$ cat src/rtl/ctl_i2c_pkg.sv
// Package: shared encodings for the serial control register slave.
// Assumes a 5-bit register index and 8-bit bytes on the bus.
package ctl_i2c_pkg;

    localparam int IDX_W       = 5;
    localparam int BYTE_W      = 8;
    localparam int SUB_TEST    = 7;
    localparam int SUB_KEEP    = 6;
    localparam int SUB_AINC    = 5;

    typedef enum logic [3:0] {
        ST_IDLE,
        ST_ADDR,
        ST_ADDR_ACK,
        ST_SUB,
        ST_SUB_ACK,
        ST_WDATA,
        ST_WDATA_ACK,
        ST_RDATA,
        ST_RACK,
        ST_IGNORE
    } slv_state_t;

endpackage

$ cat src/rtl/i2c_line_sync.sv
// Module: i2c_line_sync
// Brings SCL and SDA into the clock domain through a synchronizer chain
// and derives clock edges plus start/stop conditions from them.
// Assumes the bus is several times slower than clk. Both lines reset to
// the idle-high level.
module i2c_line_sync #(
    parameter int SYNC_STAGES = 2
) (
    input  logic clk,
    input  logic rst_n,
    input  logic scl_i,
    input  logic sda_i,
    output logic scl_s,
    output logic sda_s,
    output logic scl_rise,
    output logic scl_fall,
    output logic start_det,
    output logic stop_det
);

    logic [SYNC_STAGES-1:0] scl_chain;
    logic [SYNC_STAGES-1:0] sda_chain;
    logic                   scl_q;
    logic                   sda_q;

    // Synchronizer chains, one flop per stage, both lines idle high.
    generate
        for (genvar s = 0; s < SYNC_STAGES; s++) begin : g_stage
            if (s == 0) begin : g_first
                always_ff @(posedge clk) begin
                    if (!rst_n) begin
                        scl_chain[0] <= 1'b1;
                        sda_chain[0] <= 1'b1;
                    end else begin
                        scl_chain[0] <= scl_i;
                        sda_chain[0] <= sda_i;
                    end
                end
            end else begin : g_next
                always_ff @(posedge clk) begin
                    if (!rst_n) begin
                        scl_chain[s] <= 1'b1;
                        sda_chain[s] <= 1'b1;
                    end else begin
                        scl_chain[s] <= scl_chain[s-1];
                        sda_chain[s] <= sda_chain[s-1];
                    end
                end
            end
        end
    endgenerate

    assign scl_s = scl_chain[SYNC_STAGES-1];
    assign sda_s = sda_chain[SYNC_STAGES-1];

    // Previous synchronized values, used for edge detection.
    always_ff @(posedge clk) begin
        if (!rst_n) begin
            scl_q <= 1'b1;
            sda_q <= 1'b1;
        end else begin
            scl_q <= scl_s;
            sda_q <= sda_s;
        end
    end

    // Edge and bus-condition decode from the current and previous samples.
    always_comb begin
        scl_rise  = scl_s & ~scl_q;
        scl_fall  = ~scl_s & scl_q;
        start_det = scl_s & scl_q & sda_q & ~sda_s;
        stop_det  = scl_s & scl_q & ~sda_q & sda_s;
    end

endmodule

$ cat src/rtl/i2c_slave_fsm.sv
// Module: i2c_slave_fsm
// Byte-level slave protocol: address match, subaddress decode, data-byte
// commit strobes, and status transmission on reads.
// Assumes the conditioned edges from i2c_line_sync. SDA changes only after
// a detected SCL fall, so it never moves while SCL is high.
module i2c_slave_fsm
    import ctl_i2c_pkg::*;
#(
    parameter logic [6:0] DEV_ADDR = 7'b1000100
) (
    input  logic              clk,
    input  logic              rst_n,
    input  logic              scl_s,
    input  logic              sda_s,
    input  logic              scl_rise,
    input  logic              scl_fall,
    input  logic              start_det,
    input  logic              stop_det,
    input  logic [BYTE_W-1:0] status_i,
    output logic              sda_oe,
    output logic              wr_stb,
    output logic [IDX_W-1:0]  wr_idx,
    output logic [BYTE_W-1:0] wr_data,
    output logic              sub_test,
    output logic              sub_keep
);

    slv_state_t        state;
    logic [3:0]        cnt;
    logic [BYTE_W-1:0] sh;
    logic [BYTE_W-1:0] tx;
    logic              rw;
    logic              ainc;
    logic              mnack;
    logic [IDX_W-1:0]  idx;

    // Protocol sequencer: bits are shifted in on SCL rise, acknowledges and
    // transmit bits change on SCL fall.
    always_ff @(posedge clk) begin
        if (!rst_n) begin
            state    <= ST_IDLE;
            cnt      <= '0;
            sh       <= '0;
            tx       <= '0;
            rw       <= 1'b0;
            ainc     <= 1'b0;
            mnack    <= 1'b0;
            idx      <= '0;
            sda_oe   <= 1'b0;
            wr_stb   <= 1'b0;
            wr_idx   <= '0;
            wr_data  <= '0;
            sub_test <= 1'b0;
            sub_keep <= 1'b0;
        end else begin
            wr_stb <= 1'b0;
            if (start_det) begin
                state  <= ST_ADDR;
                cnt    <= '0;
                sda_oe <= 1'b0;
            end else if (stop_det) begin
                state  <= ST_IDLE;
                sda_oe <= 1'b0;
            end else if (scl_rise) begin
                if ((state == ST_ADDR || state == ST_SUB || state == ST_WDATA)
                    && cnt < 4'd8) begin
                    sh  <= {sh[BYTE_W-2:0], sda_s};
                    cnt <= cnt + 4'd1;
                end else if (state == ST_RACK) begin
                    mnack <= sda_s;
                end
            end else if (scl_fall) begin
                case (state)
                    ST_ADDR: if (cnt == 4'd8) begin
                        if (sh[7:1] == DEV_ADDR) begin
                            sda_oe <= 1'b1;
                            rw     <= sh[0];
                            state  <= ST_ADDR_ACK;
                        end else begin
                            state  <= ST_IGNORE;
                        end
                    end
                    ST_SUB: if (cnt == 4'd8) begin
                        sub_test <= sh[SUB_TEST];
                        sub_keep <= sh[SUB_KEEP];
                        ainc     <= sh[SUB_AINC];
                        idx      <= sh[IDX_W-1:0];
                        sda_oe   <= 1'b1;
                        state    <= ST_SUB_ACK;
                    end
                    ST_WDATA: if (cnt == 4'd8) begin
                        wr_stb  <= 1'b1;
                        wr_idx  <= idx;
                        wr_data <= sh;
                        sda_oe  <= 1'b1;
                        state   <= ST_WDATA_ACK;
                    end
                    ST_ADDR_ACK: begin
                        if (rw) begin
                            tx     <= status_i;
                            sda_oe <= ~status_i[BYTE_W-1];
                            cnt    <= 4'd1;
                            state  <= ST_RDATA;
                        end else begin
                            sda_oe <= 1'b0;
                            cnt    <= '0;
                            state  <= ST_SUB;
                        end
                    end
                    ST_SUB_ACK: begin
                        sda_oe <= 1'b0;
                        cnt    <= '0;
                        state  <= ST_WDATA;
                    end
                    ST_WDATA_ACK: begin
                        sda_oe <= 1'b0;
                        cnt    <= '0;
                        state  <= ST_WDATA;
                        if (ainc) idx <= idx + 1'b1;
                    end
                    ST_RDATA: begin
                        if (cnt == 4'd8) begin
                            sda_oe <= 1'b0;
                            state  <= ST_RACK;
                        end else begin
                            sda_oe <= ~tx[BYTE_W-2];
                            tx     <= {tx[BYTE_W-2:0], 1'b0};
                            cnt    <= cnt + 4'd1;
                        end
                    end
                    ST_RACK: begin
                        if (mnack) begin
                            sda_oe <= 1'b0;
                            state  <= ST_IGNORE;
                        end else begin
                            tx     <= status_i;
                            sda_oe <= ~status_i[BYTE_W-1];
                            cnt    <= 4'd1;
                            state  <= ST_RDATA;
                        end
                    end
                    default: ;
                endcase
            end
        end
    end

    // a transfer that is ignored never drives the data line.
    p_ignore_released_r1: assert property (@(posedge clk) disable iff (!rst_n)
        (state == ST_IGNORE) |-> !sda_oe);

    // the drive changes only while SCL is low, except on bus conditions.
    p_sda_moves_scl_low_r1: assert property (@(posedge clk) disable iff (!rst_n)
        (!$stable(sda_oe) && !$past(start_det) && !$past(stop_det)) |-> !scl_s);

    // a commit strobe only follows the data-byte phase.
    p_commit_from_data_r3: assert property (@(posedge clk) disable iff (!rst_n)
        wr_stb |-> ($past(state) == ST_WDATA && state == ST_WDATA_ACK));

    // after a master not-acknowledge the line stays released.
    p_nack_releases_r7: assert property (@(posedge clk) disable iff (!rst_n)
        ($past(state) == ST_RACK && state == ST_IGNORE) |-> !sda_oe);

endmodule

$ cat src/rtl/az_window.sv
// Module: az_window
// Timed autozero alignment window. A trigger arms a one-cycle stage, then
// busy runs for exactly AZ_CYCLES cycles. A new trigger reloads the count.
// Assumes a single-cycle trigger pulse.
module az_window #(
    parameter int AZ_CYCLES = 60000
) (
    input  logic clk,
    input  logic rst_n,
    input  logic trig_i,
    output logic busy_o,
    output logic hold_o
);

    localparam int CNT_W = $clog2(AZ_CYCLES + 1);

    logic             arm;
    logic [CNT_W-1:0] cnt;
    logic [CNT_W:0]   run_len;

    // Arm stage followed by the down-counting busy window.
    always_ff @(posedge clk) begin
        if (!rst_n) begin
            arm    <= 1'b0;
            busy_o <= 1'b0;
            cnt    <= '0;
        end else begin
            arm <= trig_i;
            if (arm) begin
                busy_o <= 1'b1;
                cnt    <= CNT_W'(AZ_CYCLES - 1);
            end else if (busy_o) begin
                if (cnt == '0) busy_o <= 1'b0;
                else           cnt    <= cnt - 1'b1;
            end
        end
    end

    assign hold_o = arm | busy_o;

    // Checker counter: length of the current busy run since its last arm.
    always_ff @(posedge clk) begin
        if (!rst_n)      run_len <= '0;
        else if (arm)    run_len <= '0;
        else if (busy_o) run_len <= run_len + 1'b1;
    end

    // an armed trigger always opens the busy window.
    p_arm_opens_r5: assert property (@(posedge clk) disable iff (!rst_n)
        arm |=> busy_o);

    // no busy run lasts longer than the window after its last trigger.
    p_window_bound_r10: assert property (@(posedge clk) disable iff (!rst_n)
        busy_o |-> (run_len < (CNT_W + 1)'(AZ_CYCLES)));

endmodule

$ cat src/rtl/ctl_i2c_regbank.sv
// Module: ctl_i2c_regbank (top)
// Serial control register slave: line conditioning, protocol sequencing,
// the register bank, the test-mode combination and the autozero trigger.
// Assumes NUM_REGS <= 32, and SRC_IDX and TEST_IDX below NUM_REGS.
module ctl_i2c_regbank
    import ctl_i2c_pkg::*;
#(
    parameter int         NUM_REGS    = 18,
    parameter int         SRC_IDX     = 0,
    parameter int         TEST_IDX    = 17,
    parameter int         AZ_CYCLES   = 60000,
    parameter int         SYNC_STAGES = 2,
    parameter logic [6:0] DEV_ADDR    = 7'b1000100,
    parameter logic [7:0] RESET_VALUE = 8'hFE
) (
    input  logic                       clk,
    input  logic                       rst_n,
    input  logic                       scl_i,
    input  logic                       sda_i,
    output logic                       sda_oe_o,
    input  logic [BYTE_W-1:0]          status_i,
    output logic [NUM_REGS*BYTE_W-1:0] regs_o,
    output logic                       test_mode_o,
    output logic                       az_busy_o,
    output logic                       mute_hold_o
);

    localparam logic [IDX_W-1:0] SRC_SEL = IDX_W'(SRC_IDX);

    logic              scl_s, sda_s, scl_rise, scl_fall, start_det, stop_det;
    logic              wr_stb, sub_test, sub_keep;
    logic [IDX_W-1:0]  wr_idx;
    logic [BYTE_W-1:0] wr_data;
    logic [BYTE_W-1:0] bank [NUM_REGS];
    logic              az_trig;

    i2c_line_sync #(.SYNC_STAGES(SYNC_STAGES)) u_sync (
        .clk       (clk),
        .rst_n     (rst_n),
        .scl_i     (scl_i),
        .sda_i     (sda_i),
        .scl_s     (scl_s),
        .sda_s     (sda_s),
        .scl_rise  (scl_rise),
        .scl_fall  (scl_fall),
        .start_det (start_det),
        .stop_det  (stop_det)
    );

    i2c_slave_fsm #(.DEV_ADDR(DEV_ADDR)) u_fsm (
        .clk       (clk),
        .rst_n     (rst_n),
        .scl_s     (scl_s),
        .sda_s     (sda_s),
        .scl_rise  (scl_rise),
        .scl_fall  (scl_fall),
        .start_det (start_det),
        .stop_det  (stop_det),
        .status_i  (status_i),
        .sda_oe    (sda_oe_o),
        .wr_stb    (wr_stb),
        .wr_idx    (wr_idx),
        .wr_data   (wr_data),
        .sub_test  (sub_test),
        .sub_keep  (sub_keep)
    );

    // Register bank: one storage byte per index, loaded on a matching commit.
    generate
        for (genvar g = 0; g < NUM_REGS; g++) begin : g_reg
            always_ff @(posedge clk) begin
                if (!rst_n)                                bank[g] <= RESET_VALUE;
                else if (wr_stb && wr_idx == IDX_W'(g))    bank[g] <= wr_data;
            end
            assign regs_o[g*BYTE_W +: BYTE_W] = bank[g];

            // a committed byte is visible in its register next cycle.
            p_write_lands_r3: assert property (@(posedge clk) disable iff (!rst_n)
                (wr_stb && wr_idx == IDX_W'(g)) |=> (bank[g] == $past(wr_data)));
        end
    endgenerate

    // Test mode needs the subaddress flag and bit 0 of the test register.
    always_comb test_mode_o = sub_test & bank[TEST_IDX][0];

    // Autozero trigger: source register written without keep-alignment.
    always_comb az_trig = wr_stb && (wr_idx == SRC_SEL) && !sub_keep;

    az_window #(.AZ_CYCLES(AZ_CYCLES)) u_az (
        .clk    (clk),
        .rst_n  (rst_n),
        .trig_i (az_trig),
        .busy_o (az_busy_o),
        .hold_o (mute_hold_o)
    );

    // a qualifying source write mutes in the following cycle.
    p_src_write_mutes_r5: assert property (@(posedge clk) disable iff (!rst_n)
        (wr_stb && wr_idx == SRC_SEL && !sub_keep) |=> mute_hold_o);

    // keep-alignment suppresses the mute when none is running.
    p_keep_no_mute_r6: assert property (@(posedge clk) disable iff (!rst_n)
        (wr_stb && wr_idx == SRC_SEL && sub_keep && !mute_hold_o) |=> !mute_hold_o);

    // other registers never start an alignment.
    p_other_no_mute_r11: assert property (@(posedge clk) disable iff (!rst_n)
        (wr_stb && wr_idx != SRC_SEL && !mute_hold_o) |=> !mute_hold_o);

endmodule

$ cat config.mk
export PLATFORM = sky130hd
export DESIGN_NAME = ctl_i2c_regbank
export DESIGN_NICKNAME = d
export VERILOG_FILES = /design/src/rtl/ctl_i2c_pkg.sv /design/src/rtl/i2c_line_sync.sv /design/src/rtl/i2c_slave_fsm.sv /design/src/rtl/az_window.sv /design/src/rtl/ctl_i2c_regbank.sv
export SDC_FILE = /design/constraint.sdc
export NUM_CORES = 1
export LEC_CHECK = 0
export ABC_CLOCK_PERIOD_IN_PS = 2950
export BUFFER_PORTS_ARGS = -buffer_cell sky130_fd_sc_hd__buf_2
export CAP_MARGIN = 20
export CORE_AREA = 3 3 166 168
export DETAILED_ROUTE_END_ITERATION = 8
export DIE_AREA = 0 0 169 171
export PLACE_DENSITY = 0.56
export SYNTH_ARGS = -nofsm -noshare
export SYNTH_HDL_FRONTEND = slang
export SYNTH_SLANG_ARGS = --single-unit
$ cat constraint.sdc
create_clock -name clk -period 2.95 [get_ports clk]
set_input_delay 0.59 -clock clk [delete_from_list [all_inputs] [get_ports clk]]
set_output_delay 0.59 -clock clk [all_outputs]
set_load 0.1 [all_outputs]
==> results_dict.tcl, run 1 <==
set metrics [dict create \
    status "completed" \
    crit_slowest_cell "or4_1" \
    numCtsBuffers 24 \
    met3_usage_pct 2.403 \
    yosys_most_used_dff "edfxtp_1" \
    hpwl_um 14800 \
    finalSetupViolCount 0 \
    cts-htree-levels 1 \
    fmax_mhz 418.1 \
    synth.distinct_cells 63 \
    final_max_slew_viol_count 0 \
    ioPinCount 160 \
    final_antenna_net_count 0 \
    syn_avg_cell_area_um2 11.85 \
    antenna_cells 0 \
    final_area_um2 11070 \
    max_cap_violations 0 \
    cts_tree "built" \
    cts_root_buf "clkbuf_16" \
    post_cts_buffers 0 \
    p_leak_nw 3.654 \
    gp_congestion 0.7874 \
    cp-end-kind "flip-flop" \
    fin_hold_ws_ps 248.4 \
    fin_util_pct 42.48 \
    cts.sinks 216 \
    synth.net_count 784 \
    vias 6521 \
    rows 59 \
    grtUsageTotal_pct 15.00 \
    synthXorXnorAreaFrac_pct 1.156 \
    placed_area_um2 10300 \
    io_buffers 159 \
    grt_overflow 0 \
    worstMarginPinSlew_ps 1049 \
    slew_headroom_pct 29.33 \
    fin_worst_skew_ps 17.05 \
    cts_hold_buf 0 \
    power_mw 6.461 \
    dieWidth_um 169 \
    cpPeakStageDelay_ps 640 \
    irDropWorstVdd_mv 0.4093 \
    synth_mux_area_share_pct 3.977 \
    drc_errors 0 \
    coreArea_um2 26060 \
    critPathBufInv 0 \
    yosys.area_share.simple_pct 20.88 \
    finalWirelength_um 22620 \
    grt_start_max_net_pins 37 \
    synth_area_um2 9092 \
    fin_setup_tns_ps 0 \
    synth_top_family_by_area "simple AND/OR/NAND/NOR gates" \
    grt_pass1_wl_um 34840 \
    grt_pass1_vias 6177 \
    async_flop_share_pct 0 \
    dieHeight_um 171 \
    final_hold_viol_count 0 \
    clockBufferDepth 3 \
    synth_compound_area_share_pct 6.867 \
    cp.arrival_ps 2800 \
    die_area_um2 28900 \
    synth_cells 767 \
    cp_top_family "simple AND/OR/NAND/NOR gates" \
    synth_area_leaders "edfxtp_1 48%, dfxtp_1 16%, or3_1 8.3%" \
    hp-class "in2reg" \
    routedWlPerCell_um 17.70 \
    worstPathCellList "or4_4 > or4_1 > o31a_1 > a211oi_1 > nor3_2" \
    final_layout_size_suffix_gt1_share_pct 26.51 \
    viasPerCell 5.103 \
    cp.required_ps 3360 \
    area_growth_pct 21.74 \
    dr.pass1.iters 5 \
    cp-start-kind "flip-flop" \
    period_share_pct 81.08 \
    ys_seq_area_share_pct 63.41 \
    start_util_pct 34.89 \
    synthAdderAreaFrac_pct 0.6880 \
    critical_path_class "reg2reg" \
    power_density_nw_per_um2 583.7 \
    grt-busiest-layer "met2" \
    synth-edff-count 144 \
    cts_resized 0 \
    crit_path_max_fanout 9 \
    synth_top_cell_area_share_pct 47.56 \
    clk-insertion-delay-late_ps 520 \
    antenna_found_initial 0 \
    yosys_warnings 0 \
    drtIter0Drc 502 \
    grt_use_met2_pct 24.55 \
    yosys.area.top_type "edfxtp_1" \
    met1_usage_pct 20.76 \
    layout.nets 942 \
    rsz0062_at_grt "false" \
    min_period_ps 2392 \
    clk_pin_slew_worst_paths_ps 60 \
    ys_ff_latch 216 \
]
==> power by group <==
part / internal, mW / switching (mW)
Clock: 1.67 / 1.20
Sequential: 3.24 / 0.0122
Combinational: 0.0530 / 0.284
==> Yosys cell counts (all sizes together) (2+ instances only) <==
cell,instances
a211oi,12
a21oi,21
a311oi,3
a31oi,3
and2,7
and3,2
buf,3
clkbuf,55
dfxtp,72
edfxtp,144
ha,5
inv,12
mux2i,35
nand2,26
nand2b,16
nand3,10
nand3b,6
nand4b,4
nor2,58
nor2b,7
nor3,29
nor3b,2
nor4,7
nor4bb,2
o211ai,3
o21ai,29
o311a,2
o311ai,4
o31ai,7
or2,26
or3,121
or4,4
xnor2,11
==> registers in the layout, indices dropped and copies added (netlist names), 4 cells and up <==
register and count:
bank 144, u_az.cnt 16, u_fsm.cnt 4, u_fsm.idx 5, u_fsm.sh 8, u_fsm.state 4
u_fsm.tx 7, u_fsm.wr_data 8, u_fsm.wr_idx 5
==> final cells by class <==
type	instances	area, um^2
flip-flops and latches	216	5766
clock buffers	27	611.8
fillers	2464	14990
well taps	335	419.2
repair buffers	190	1021
multi-input cells	480	3052
clock inverters	17	151.4
inverters	13	48.80
==> per-stage QoR <==
stage                     cells  setup slack (ps)
final                      1278             558.3
after global routing       1278             429.4
after CTS                  1277             562.3
after detailed placement   1233             569.4
after global placement     1231             599.3
after floorplan             767             576.3
==> metal layers <==
layer | part of all wire, % | vias to the layer above
li1 | - | 3151
met1 | 46 | 3126
met2 | 46 | 207
met3 | 6.0 | 37
met4 | 2.3 | 0
met5 | 0 | -
==> worst paths after layout <==
path,start,end,slack (ps),cells past startpoint
setup reg to reg,u_az.cnt[3]$_SDFFE_PN0P_,u_az.cnt[9]$_SDFFE_PN0P_,560,5
setup / recovery,u_az.cnt[3]$_SDFFE_PN0P_,u_az.cnt[9]$_SDFFE_PN0P_,560,5
hold reg to reg,u_sync.scl_chain[0]$_SDFF_PN1_,u_sync.scl_s$_SDFF_PN1_,410,1
hold / removal,sda_i,u_sync.sda_chain[0]$_SDFF_PN1_,250,2
==> cells by family after synthesis <==
kind of cell | after synthesis
buf+inv | 71
flops | 216
xor+xnor | 12
fa+ha+maj | 5
compound gates | 95
simple gates | 332
mux | 36
==> layout by cell type (no fill, tap or decap), types with 4 or more instances in the layout <==
cell and instances:
buf_2 162, edfxtp_1 144, or3_1 121, dfxtp_1 72, nor2_1 58, mux2i_1 35, nor3_1 28, buf_4 28
nand2_1 26, o21ai_0 26, clkbuf_16 24, a21oi_1 21, nand2b_1 16, or2_2 13, or2_1 12, a211oi_1 12
inv_1 11, xnor2_1 11, nand3_1 10, and2_1 7, nor2b_1 7, nand3b_1 6, o31ai_1 6, clkinv_1 5
ha_1 5, clkinv_2 5, nand4b_1 4, nor4_2 4
Note: power is estimated with default switching activity, not from simulation.
==> inputs of run 2 (changes only) <==
--- a/config.mk
+++ b/config.mk
@@ -5,13 +5,13 @@
 export SDC_FILE = /design/constraint.sdc
 export NUM_CORES = 1
 export LEC_CHECK = 0
-export ABC_CLOCK_PERIOD_IN_PS = 2950
+export ABC_CLOCK_PERIOD_IN_PS = 2150
 export BUFFER_PORTS_ARGS = -buffer_cell sky130_fd_sc_hd__buf_2
 export CAP_MARGIN = 20
 export CORE_AREA = 3 3 166 168
 export DETAILED_ROUTE_END_ITERATION = 8
 export DIE_AREA = 0 0 169 171
-export PLACE_DENSITY = 0.56
+export PLACE_DENSITY = 0.57
 export SYNTH_ARGS = -nofsm -noshare
 export SYNTH_HDL_FRONTEND = slang
 export SYNTH_SLANG_ARGS = --single-unit
==> constraint.sdc (replaced) <==
create_clock -name clk -period 2.15 [get_ports clk]
set_input_delay 0.43 -clock clk [delete_from_list [all_inputs] [get_ports clk]]
set_output_delay 0.43 -clock clk [all_outputs]
set_load 0.1 [all_outputs]
==> results_dict.tcl, run 2 (synthesized netlist as in run 1, its figures left out) <==
set metrics [dict create \
    ioPinCount 160 \
    cp.required_ps 2610 \
    crit_top_cell "or4_4" \
    final_antenna_net_count 0 \
    finalWirelength_um 22770 \
    final_hold_viol_count 0 \
    power_density_nw_per_um2 816.7 \
    cp-start-kind "flip-flop" \
    final_area_um2 11390 \
    start_util_pct 34.89 \
    fin_hold_ws_ps 97.28 \
    instances_no_fill 1299 \
    rows 59 \
    min_period_ps 2089 \
    antenna_cells 0 \
    fin_worst_skew_ps 17.51 \
    antenna_found_initial 0 \
    drc_errors 0 \
    worstPathCellList "or4_4 > or4_4 > buf_6 > o31ai_4 > buf_4 > o311a_1" \
    placed_area_um2 10490 \
    cts_hold_buf 0 \
    coreArea_um2 26060 \
    final_common_cell "buf_2" \
    dpl_worst_slack_ps -13.62 \
    top_register "bank" \
    p_leak_nw 3.830 \
    cp-end-kind "flip-flop" \
    fmax_mhz 478.6 \
    gp_congestion 0.8160 \
    io_buffers 159 \
    critical_path_class "reg2reg" \
    grt_pass1_vias 6117 \
    dp.cells 1255 \
    dieWidth_um 169 \
    period_share_pct 97.18 \
    layout.nets 965 \
    area_growth_pct 25.22 \
    grt_pass1_wl_um 35120 \
    hp-class "in2reg" \
    clk_pin_slew_worst_paths_ps 60 \
    r2r_setup_slack_ps 60 \
    crit_slowest_cell "or4_4" \
    r2r_start "u_az.cnt[3]$_SDFFE_PN0P_" \
    final_max_slew_viol_count 0 \
    drtIter0Drc 506 \
    die_area_um2 28900 \
    viasPerCell 5.013 \
    finalSetupViolCount 0 \
    reg_top3 "bank: 144 flops, u_az.cnt: 16 flops" \
    status "completed" \
    irDropWorstVdd_mv 0.4977 \
    layout_setup_ws_ps 60.61 \
    cts_root_buf "clkbuf_16" \
    clockBufferDepth 3 \
    cts-htree-levels 1 \
    hpwl_um 14910 \
    rsz0062_at_grt "true" \
    grt_start_max_net_pins 37 \
    fin_setup_tns_ps 0 \
    routedWlPerCell_um 17.53 \
    crit_path_max_fanout 8 \
    max_cap_violations 0 \
    min-delay-start "scl_i" \
    cts.sinks 216 \
    power_mw 9.299 \
    numCtsBuffers 24 \
    grtUsageTotal_pct 15.06 \
    cpPeakStageDelay_ps 530 \
    final_cell_mix "162 x buf_2, 144 x edfxtp_1, 121 x or3_1, 72 x dfxtp_1, 58 x nor2_1" \
    dr.pass1.iters 5 \
    multi_input_area_um2 3092 \
    clk-insertion-delay-late_ps 510 \
    cts_tree "built" \
    worstMarginPinSlew_ps 1022 \
    cp.arrival_ps 2550 \
    ff_latch_area_um2 5766 \
    slew_headroom_pct 31.79 \
    crit_path_start "u_az.cnt[3]$_SDFFE_PN0P_" \
    fin_util_pct 43.69 \
    grt_overflow 0 \
    vias 6512 \
    largest_reg_flops 144 \
    dieHeight_um 171 \
    nFillCells 2470 \
    final_layout_size_suffix_gt1_share_pct 29.36 \
]
## run 2: area by class of cell
type / instances / area share [%]
clock buffers: 32 / 6.044
flip-flops and latches: 216 / 50.64
clock inverters: 10 / 1.429
inverters: 13 / 0.4286
multi-input cells: 480 / 27.15
repair buffers: 213 / 10.63
well taps: 335 / 3.681
## run 2: critical path: cells and delay by family, from the launching register on
kind / cells / cell delay (ps)
AOI/OAI and AO/OA: 2 / 420
and+or+nand+nor: 2 / 970
buffers and inverters: 2 / 350
DFF: 1 / 310
## run 2: final timing paths
path	to	cells past startpoint
min reg2reg	u_sync.sda_s$_SDFF_PN1_	1
min	u_sync.scl_chain[0]$_SDFF_PN1_	2
max	u_az.cnt[3]$_SDFFE_PN0P_	6
max reg2reg	u_az.cnt[3]$_SDFFE_PN0P_	6
## run 2: power breakdown
group          switching [mW]  internal (mW)
Sequential             0.0171           4.45
Clock                    1.63           2.73
Combinational           0.392         0.0789
## run 2: timing repair
item                                    in CTS  in global routing
pin swaps                                    1                  2
setup buffers                                1                  0
endpoints found under the setup margin       2                  7
resized for setup                            3                  5
## run 2: metal layers
layer / part of all wire [%] / vias to the layer above / track usage [%]
met1: 45 / 3117 / 20.36
li1: - / 3186 / -
met5: 0 / - / 0
met2: 48 / 183 / 25.68
met3: 5.9 / 26 / 2.449
met4: 1.3 / 0 / 3.352
